## src/rtl/irqv_pkg.sv

```systemverilog
package irqv_pkg;

  // status bit positions; software decodes these
  localparam int BIT_NACK = 1;
  localparam int BIT_ARDY = 2;
  localparam int BIT_RRDY = 3;
  localparam int BIT_XRDY = 4;
  localparam int BIT_AAS  = 9;
  localparam int BIT_XUDF = 10;
  localparam int BIT_ROVR = 11;
  localparam int BIT_BUSY = 12;
  localparam int BIT_SBD  = 15;

  // DMA enable bit positions
  localparam int RX_DMA_BIT = 15;
  localparam int TX_DMA_BIT = 7;

  // register word offsets
  localparam int OFF_REV  = 0;
  localparam int OFF_MASK = 1;
  localparam int OFF_STAT = 2;
  localparam int OFF_VEC  = 3;
  localparam int OFF_DMA  = 4;

  typedef enum logic [2:0] {
    SEL_NONE,
    SEL_REV,
    SEL_MASK,
    SEL_STAT,
    SEL_VEC,
    SEL_DMA
  } rdsel_t;

  typedef struct packed {
    logic wrMask;
    logic wrDma;
    logic rdVector;
    logic clrAll;
  } irqv_strobe_t;

endpackage

```

## src/rtl/irqv_ctrl.sv

```systemverilog
module irqv_ctrl
  import irqv_pkg::*;
#(
  parameter int ADDR_W = 4
) (
  input  logic              regWrEn,
  input  logic              regRdEn,
  input  logic [ADDR_W-1:0] regAddr,
  input  logic              clrAll,
  output irqv_strobe_t      strobes,
  output rdsel_t            rdSel
);

  logic isMask, isDma, isVec, isStat, isRev;

  assign isRev  = (regAddr == ADDR_W'(OFF_REV));
  assign isMask = (regAddr == ADDR_W'(OFF_MASK));
  assign isStat = (regAddr == ADDR_W'(OFF_STAT));
  assign isVec  = (regAddr == ADDR_W'(OFF_VEC));
  assign isDma  = (regAddr == ADDR_W'(OFF_DMA));

  // writes to revision, status and vector offsets produce no strobe
  always_comb begin
    strobes.wrMask   = regWrEn & isMask;
    strobes.wrDma    = regWrEn & isDma;
    strobes.rdVector = regRdEn & isVec;
    strobes.clrAll   = clrAll;
  end

  always_comb begin
    rdSel = SEL_NONE;
    if (regRdEn) begin
      if (isRev)       rdSel = SEL_REV;
      else if (isMask) rdSel = SEL_MASK;
      else if (isStat) rdSel = SEL_STAT;
      else if (isVec)  rdSel = SEL_VEC;
      else if (isDma)  rdSel = SEL_DMA;
    end
  end

endmodule

```

## src/rtl/irqv_datapath.sv

```systemverilog
module irqv_datapath
  import irqv_pkg::*;
#(
  parameter int          DATA_W  = 16,
  parameter int          MASK_W  = 5,
  parameter logic [15:0] REV_VAL = 16'h0011
) (
  input  logic              clk,
  input  logic              rstN,
  input  irqv_strobe_t      strobes,
  input  rdsel_t            rdSel,
  input  logic [DATA_W-1:0] wrData,
  input  logic [DATA_W-1:0] evtSet,
  input  logic              busBusy,
  output logic [DATA_W-1:0] rdData,
  output logic              irqOut,
  output logic              rxDmaReq,
  output logic              txDmaReq,
  output logic [DATA_W-1:0] statusQ,
  output logic [MASK_W-1:0] maskQ,
  output logic [DATA_W-1:0] dmaQ
);

  localparam int VEC_W = $clog2(MASK_W + 1);
  localparam logic [DATA_W-1:0] STAT_IMPL =
      DATA_W'((1 << BIT_NACK) | (1 << BIT_ARDY) | (1 << BIT_RRDY) |
              (1 << BIT_XRDY) | (1 << BIT_AAS)  | (1 << BIT_XUDF) |
              (1 << BIT_ROVR) | (1 << BIT_SBD));
  localparam logic [DATA_W-1:0] DMA_KEEP =
      DATA_W'((1 << RX_DMA_BIT) | (1 << TX_DMA_BIT));
  localparam int NUM_CH = 2;

  logic [MASK_W-1:0] pend;
  logic [MASK_W-1:0] ackOh;
  logic [VEC_W-1:0]  vecIdx;
  logic [DATA_W-1:0] statusD;
  logic [MASK_W-1:0] maskD;
  logic [DATA_W-1:0] dmaD;
  logic [NUM_CH-1:0] dmaReq;

  // pending, enabled events and the lowest one
  assign pend  = statusQ[MASK_W-1:0] & maskQ;
  assign ackOh = pend & (~pend + MASK_W'(1));

  always_comb begin
    vecIdx = '0;
    for (int i = MASK_W - 1; i >= 0; i--) begin
      if (pend[i]) vecIdx = VEC_W'(i + 1);
    end
  end

  // status: acknowledge first, then set pulses override, clear overrides all
  always_comb begin
    statusD = statusQ;
    if (strobes.rdVector)
      statusD[MASK_W-1:0] = statusQ[MASK_W-1:0] & ~ackOh;
    statusD = (statusD | evtSet) & STAT_IMPL;
    if (strobes.clrAll) statusD = '0;
  end

  always_comb begin
    maskD = maskQ;
    if (strobes.wrMask) maskD = wrData[MASK_W-1:0];
    if (strobes.wrDma) begin
      if (wrData[RX_DMA_BIT]) maskD[BIT_RRDY] = 1'b0;
      if (wrData[TX_DMA_BIT]) maskD[BIT_XRDY] = 1'b0;
    end
    if (strobes.clrAll) maskD = '0;
  end

  always_comb begin
    dmaD = dmaQ;
    if (strobes.wrDma) dmaD = wrData & DMA_KEEP;
    if (strobes.clrAll) dmaD = '0;
  end

  always_ff @(posedge clk or negedge rstN) begin
    if (!rstN) begin
      statusQ <= '0;
      maskQ   <= '0;
      dmaQ    <= '0;
    end else begin
      statusQ <= statusD;
      maskQ   <= maskD;
      dmaQ    <= dmaD;
    end
  end

  // one DMA request channel per direction
  for (genvar ch = 0; ch < NUM_CH; ch++) begin : g_dma
    localparam int EN_BIT = (ch == 0) ? RX_DMA_BIT : TX_DMA_BIT;
    localparam int ST_BIT = (ch == 0) ? BIT_RRDY : BIT_XRDY;
    assign dmaReq[ch] = dmaQ[EN_BIT] & statusQ[ST_BIT];
  end

  assign rxDmaReq = dmaReq[0];
  assign txDmaReq = dmaReq[1];
  assign irqOut   = |pend;

  always_comb begin
    rdData = '0;
    unique case (rdSel)
      SEL_REV:  rdData = DATA_W'(REV_VAL);
      SEL_MASK: rdData = DATA_W'(maskQ);
      SEL_STAT: begin
        rdData = statusQ;
        rdData[BIT_BUSY] = busBusy;
      end
      SEL_VEC:  rdData = DATA_W'(vecIdx);
      SEL_DMA:  rdData = dmaQ;
      default:  rdData = '0;
    endcase
  end

endmodule

```

## src/rtl/irq_vector_unit.sv

```systemverilog
module irq_vector_unit
  import irqv_pkg::*;
#(
  parameter int DATA_W = 16,
  parameter int ADDR_W = 4,
  parameter int MASK_W = 5
) (
  input  logic              clk,
  input  logic              rstN,
  input  logic              clrAll,
  input  logic [DATA_W-1:0] evtSet,
  input  logic              busBusy,
  input  logic              regWrEn,
  input  logic              regRdEn,
  input  logic [ADDR_W-1:0] regAddr,
  input  logic [DATA_W-1:0] regWrData,
  output logic [DATA_W-1:0] regRdData,
  output logic              irqOut,
  output logic              rxDmaReq,
  output logic              txDmaReq
);

  irqv_strobe_t      strobes;
  rdsel_t            rdSel;
  logic [DATA_W-1:0] statusQ;
  logic [MASK_W-1:0] maskQ;
  logic [DATA_W-1:0] dmaQ;

  irqv_ctrl #(.ADDR_W(ADDR_W)) ctrl_i (
    .regWrEn (regWrEn),
    .regRdEn (regRdEn),
    .regAddr (regAddr),
    .clrAll  (clrAll),
    .strobes (strobes),
    .rdSel   (rdSel)
  );

  irqv_datapath #(.DATA_W(DATA_W), .MASK_W(MASK_W)) dp_i (
    .clk      (clk),
    .rstN     (rstN),
    .strobes  (strobes),
    .rdSel    (rdSel),
    .wrData   (regWrData),
    .evtSet   (evtSet),
    .busBusy  (busBusy),
    .rdData   (regRdData),
    .irqOut   (irqOut),
    .rxDmaReq (rxDmaReq),
    .txDmaReq (txDmaReq),
    .statusQ  (statusQ),
    .maskQ    (maskQ),
    .dmaQ     (dmaQ)
  );

endmodule

```

## config.mk

```make
export PLATFORM = sky130hd
export DESIGN_NAME = irq_vector_unit
export DESIGN_NICKNAME = d
export VERILOG_FILES = /design/src/rtl/irqv_pkg.sv /design/src/rtl/irqv_ctrl.sv /design/src/rtl/irqv_datapath.sv /design/src/rtl/irq_vector_unit.sv
export SDC_FILE = /design/constraint.sdc
export NUM_CORES = 1
export LEC_CHECK = 0
export ABC_CLOCK_PERIOD_IN_PS = 1200
export BUFFER_PORTS_ARGS = -buffer_cell sky130_fd_sc_hd__buf_2
export CAP_MARGIN = 15
export CORE_MARGIN = 2
export CORE_UTILIZATION = 23
export DETAILED_ROUTE_END_ITERATION = 8
export SLEW_MARGIN = 15
export SYNTH_ARGS = -nofsm -noshare
export SYNTH_HDL_FRONTEND = slang
export SYNTH_SLANG_ARGS = --single-unit
```

## constraint.sdc

```tcl
create_clock -name clk -period 1.2 [get_ports clk]
set_clock_uncertainty 0.1 [all_clocks]
set_input_delay 0.12 -clock clk [delete_from_list [all_inputs] [get_ports clk]]
set_output_delay 0.12 -clock clk [all_outputs]
set_load 0.05 [all_outputs]
```

==> summary.txt <==
Setup path
  • CP Cell Sequence: a22oi_2, nand2_1, o211ai_1, buf_4
  • Crit-path max FO: 3
  • Critical path launch point type: flip-flop
  • R2R Path End: dp_i.statusQ[4]$_DFF_PN0_
  • Slowest stage delay, CP: 0.41 ns
  • R2R Setup Slk: -0.26 ns
  • Nature of the critical path endpoint: primary output
  • Levels on crit path: 4
  • Top cell family by delay on the critical path: compound AO/OA/AOI/OAI gates
  • CP Buf/Inv Count: 1
  • Crit Reg-Reg Startpoint: dp_i.maskQ[1]$_DFFE_PN0P_
  • Worst Setup SP: dp_i.maskQ[1]$_DFFE_PN0P_
  • CP Capture Point: regRdData[2]
  • CP Data Required Time: 0.98 ns
  • FF-to-FF path depth: 6
  • Critical path arrival: 1.42 ns
  • CP max stage cell: dfrtp_1
  • Setup Crit Path Kind: flip-flop to primary output

STA
  • Tcrit/Tclk final: 137%
  • Final hold slack: -0.000695 ns
  • Setup ws final: -0.444 ns
  • Tmin final: 1.64 ns
  • RSZ-0062 raised after global routing: true
  • Fmax: ~610 MHz
  • Setup Viol. Count Final: 17
  • Slew Limit Fails: 0
  • Hold Violations, Final: 1

Drt
  • Avg WL per Cell: 12.9 µm
  • Vias per cell: 4.53
  • DR vias: 1,046
  • WL final: 2970 µm
  • 1st-iter DRT viols: 45
  • Post-route ant nets: 0
  • DRT Pass-1 Iters: 4
  • # DRC: 0

Clock tree
  • CTS buffer count: 3
  • CTS max path bufs: 2
  • Clock sink count: 15
  • Clock Tree Root: clkbuf_8
  • Worst-Skew Late Latency: roughly 0.24 ns
  • H-tree depth: 1
  • Clk slew on worst S/H paths: ~0.06 ns
  • CTS tree: built

Layout
  • Fillers: 354
  • Final std cells w/o fill: between 200 and 250
  • Reg area: 375 µm²
  • Multi-input gate area: 631 µm²
  • # nets final: 226
  • Synth-to-layout area growth: 98.1%
  • Share of post-route cells with drive strength above 1: 60.1%
  • Final Util: 48.2%
  • Antenna diodes: 0

Synth
  • Top cells by area, synth: dfrtp_1 41%, nor2_1 6.6%, a21oi_1 5.5%
  • Yosys reg bits: 15
  • Complex-gate fraction of the synthesized area: 13.3%
  • Synth top area share: between 40% and 50%
  • Area leader, netlist: dfrtp_1
  • Post-synth EDFFs: 0
  • Ys flop type: dfrtp_1
  • Mapped cell area: 911 µm²
  • Synth Instances: 105
  • Asr flop ratio synth: 100%
  • Synth warnings: 0
  • Seq/Total Area, Yosys: 41.2%
  • Avg Inst Size Synth: 8.67 µm²
  • Main combinational cell family by area after synthesis: simple AND/OR/NAND/NOR gates
  • Simple-Gate Fraction of Synth Area: 31.7%
  • Mux contribution to synthesized area: 5.49%
  • Synth unique cells: 24
  • Post-synthesis xor/xnor area fraction: 0%
  • Post-Synth Adder-Cell Area: 0%

Power and ir drop
  • Comb power frac: about a quarter
  • Leak Pwr: just under 0.0009 µW
  • Psw: approximately 360 µW
  • Seq pwr share: 42.6%
  • Clk network pwr share: between 30% and 40%
  • Switching share of power: 27.9%
  • Internal: 919 µW
  • Maximum vdd ir drop: 0.336 mV
  • Power Dens Cells: 707 nW/µm²

Outcome
  • Status: complete, but fails checks
  • Failing checks: negative hold slack, negative setup slack

Die
  • Row cnt: 22
  • I/O pin cnt: just over 60
  • Die Y: ~67 µm
  • Die area: 4480 µm²
  • Chip Width: between 60 and 70 µm
  • Core box area: approximately 3700 µm²
  • Initial Utilization: 24.3%

Placed design
  • Port-buffer cells: 38
  • Dpl hpwl: 2100 µm
  • Post-placement cell count: 213
  • Gpl congestion: 0.811

GRT
  • Grt ovf: 0
  • Vias in the first global route: just under 1,000
  • Largest net degree at the start of global routing: 16
  • Gr usage total: 13.3%
  • Initial antenna violation count: 0
  • First-pass GRT wire length: 4430 µm

Run
  • Maximum Capacitance Violations: 0

Min path
  • Hold Crit Class: primary input to flip-flop
## synthesized netlist by cell type, types with 2 or more instances
library cell / number
nand4_1: 2
and2_1: 3
a21oi_1: 10
mux2i_1: 5
dfrtp_1: 15
o21ai_0: 4
and3_1: 5
nor3b_1: 2
a32o_1: 2
nor2_1: 16
a22oi_1: 2
nand3_1: 6
buf_4: 6
nand2_1: 12
inv_1: 6
## stage by stage
step | setup slack (ns) | TNS, ns | power, µW | area [µm²]
floorplan | -0.537 | -1.04 | 690 | 973
global placement | -0.282 | -2.78 | 802 | 1360
detailed placement | -0.273 | -3.08 | 804 | 1360
CTS | -0.443 | -2.86 | 1260 | 1670
global route | -0.518 | -3.56 | 1340 | 1800
finish | -0.444 | -2.89 | 1280 | 1800
## worst min path at each step
stage	to	cells past startpoint	startpoint
3_5_place_dp	dp_i.dmaQ[7]$_DFFE_PN0P_	1	rstN
6_report	dp_i.statusQ[10]$_DFF_PN0_	3	evtSet[10]
3_3_place_gp	dp_i.dmaQ[7]$_DFFE_PN0P_	1	rstN
2_1_floorplan	dp_i.dmaQ[15]$_DFFE_PN0P_	0	rstN
5_1_grt	dp_i.statusQ[1]$_DFF_PN0_	3	evtSet[1]
4_1_cts	dp_i.statusQ[10]$_DFF_PN0_	3	evtSet[10]
## registers in the layout, indices dropped and copies added, names as in the netlist
register      cells
dp_i.maskQ        5
dp_i.statusQ      8
dp_i.dmaQ         2
## kinds of logic after synthesis
| logic type | after synthesis |
|---|---|
| flip-flops | 15 |
| other | 1 |
| AND/OR/NAND/NOR | 51 |
| multiplexers | 5 |
| buffers and inverters | 13 |
| AO/OA/AOI/OAI | 20 |
## cells in the final DEF, fill, tap and decap left out, drive strengths merged, types with 5 or more instances in the layout
cell type  synthesis  final
and3               5      5
nand2             12     12
inv                6      6
buf                6     73
nor2              16     16
a21oi             10     10
conb               1      5
dfrtp             15     15
mux2i              5      5
nand3              7      7
## layer usage
metal / wire length (µm) / track usage [%] / up-vias
met5: 0 / 0 / -
met4: 68 / 5.61 / 0
met3: 104 / 1.69 / 6
met2: 1520 / 22.8 / 30
met1: 1270 / 16.8 / 500
li1: - / - / 510
## tightest hold or removal path, cell delays in order
cell and delay [ns]:
buf_2 0.08, nor2_1 0.03, nor2_1 0.07
## layout make-up
cell class                 count  share of cell area [%]
multi-input combinational     81                    35.0
tap                           48                    3.33
inverter                       6                    1.39
clock buffer                   4                    2.50
sequential                    15                    20.8
timing repair buffer          77                    37.0
## power by group through the flow
stage / logic, µW / registers [µW] / clock network, µW
4_1_cts: 307 / 542 / 406
6_report: 339 / 543 / 394
3_5_place_dp: 253 / 551 / 0
3_3_place_gp: 251 / 551 / 0
2_1_floorplan: 141 / 549 / 0
5_1_grt: 361 / 545 / 430
## what timing repair did
item	4_1_cts	5_1_grt
hold buffers	4	0
endpoints found under the hold margin	18	0
buffers inserted	4	6
pin swaps	12	16
endpoints found under the setup margin	16	17
gates resized for setup	60	22
Note: power is estimated with default switching activity, not from simulation.
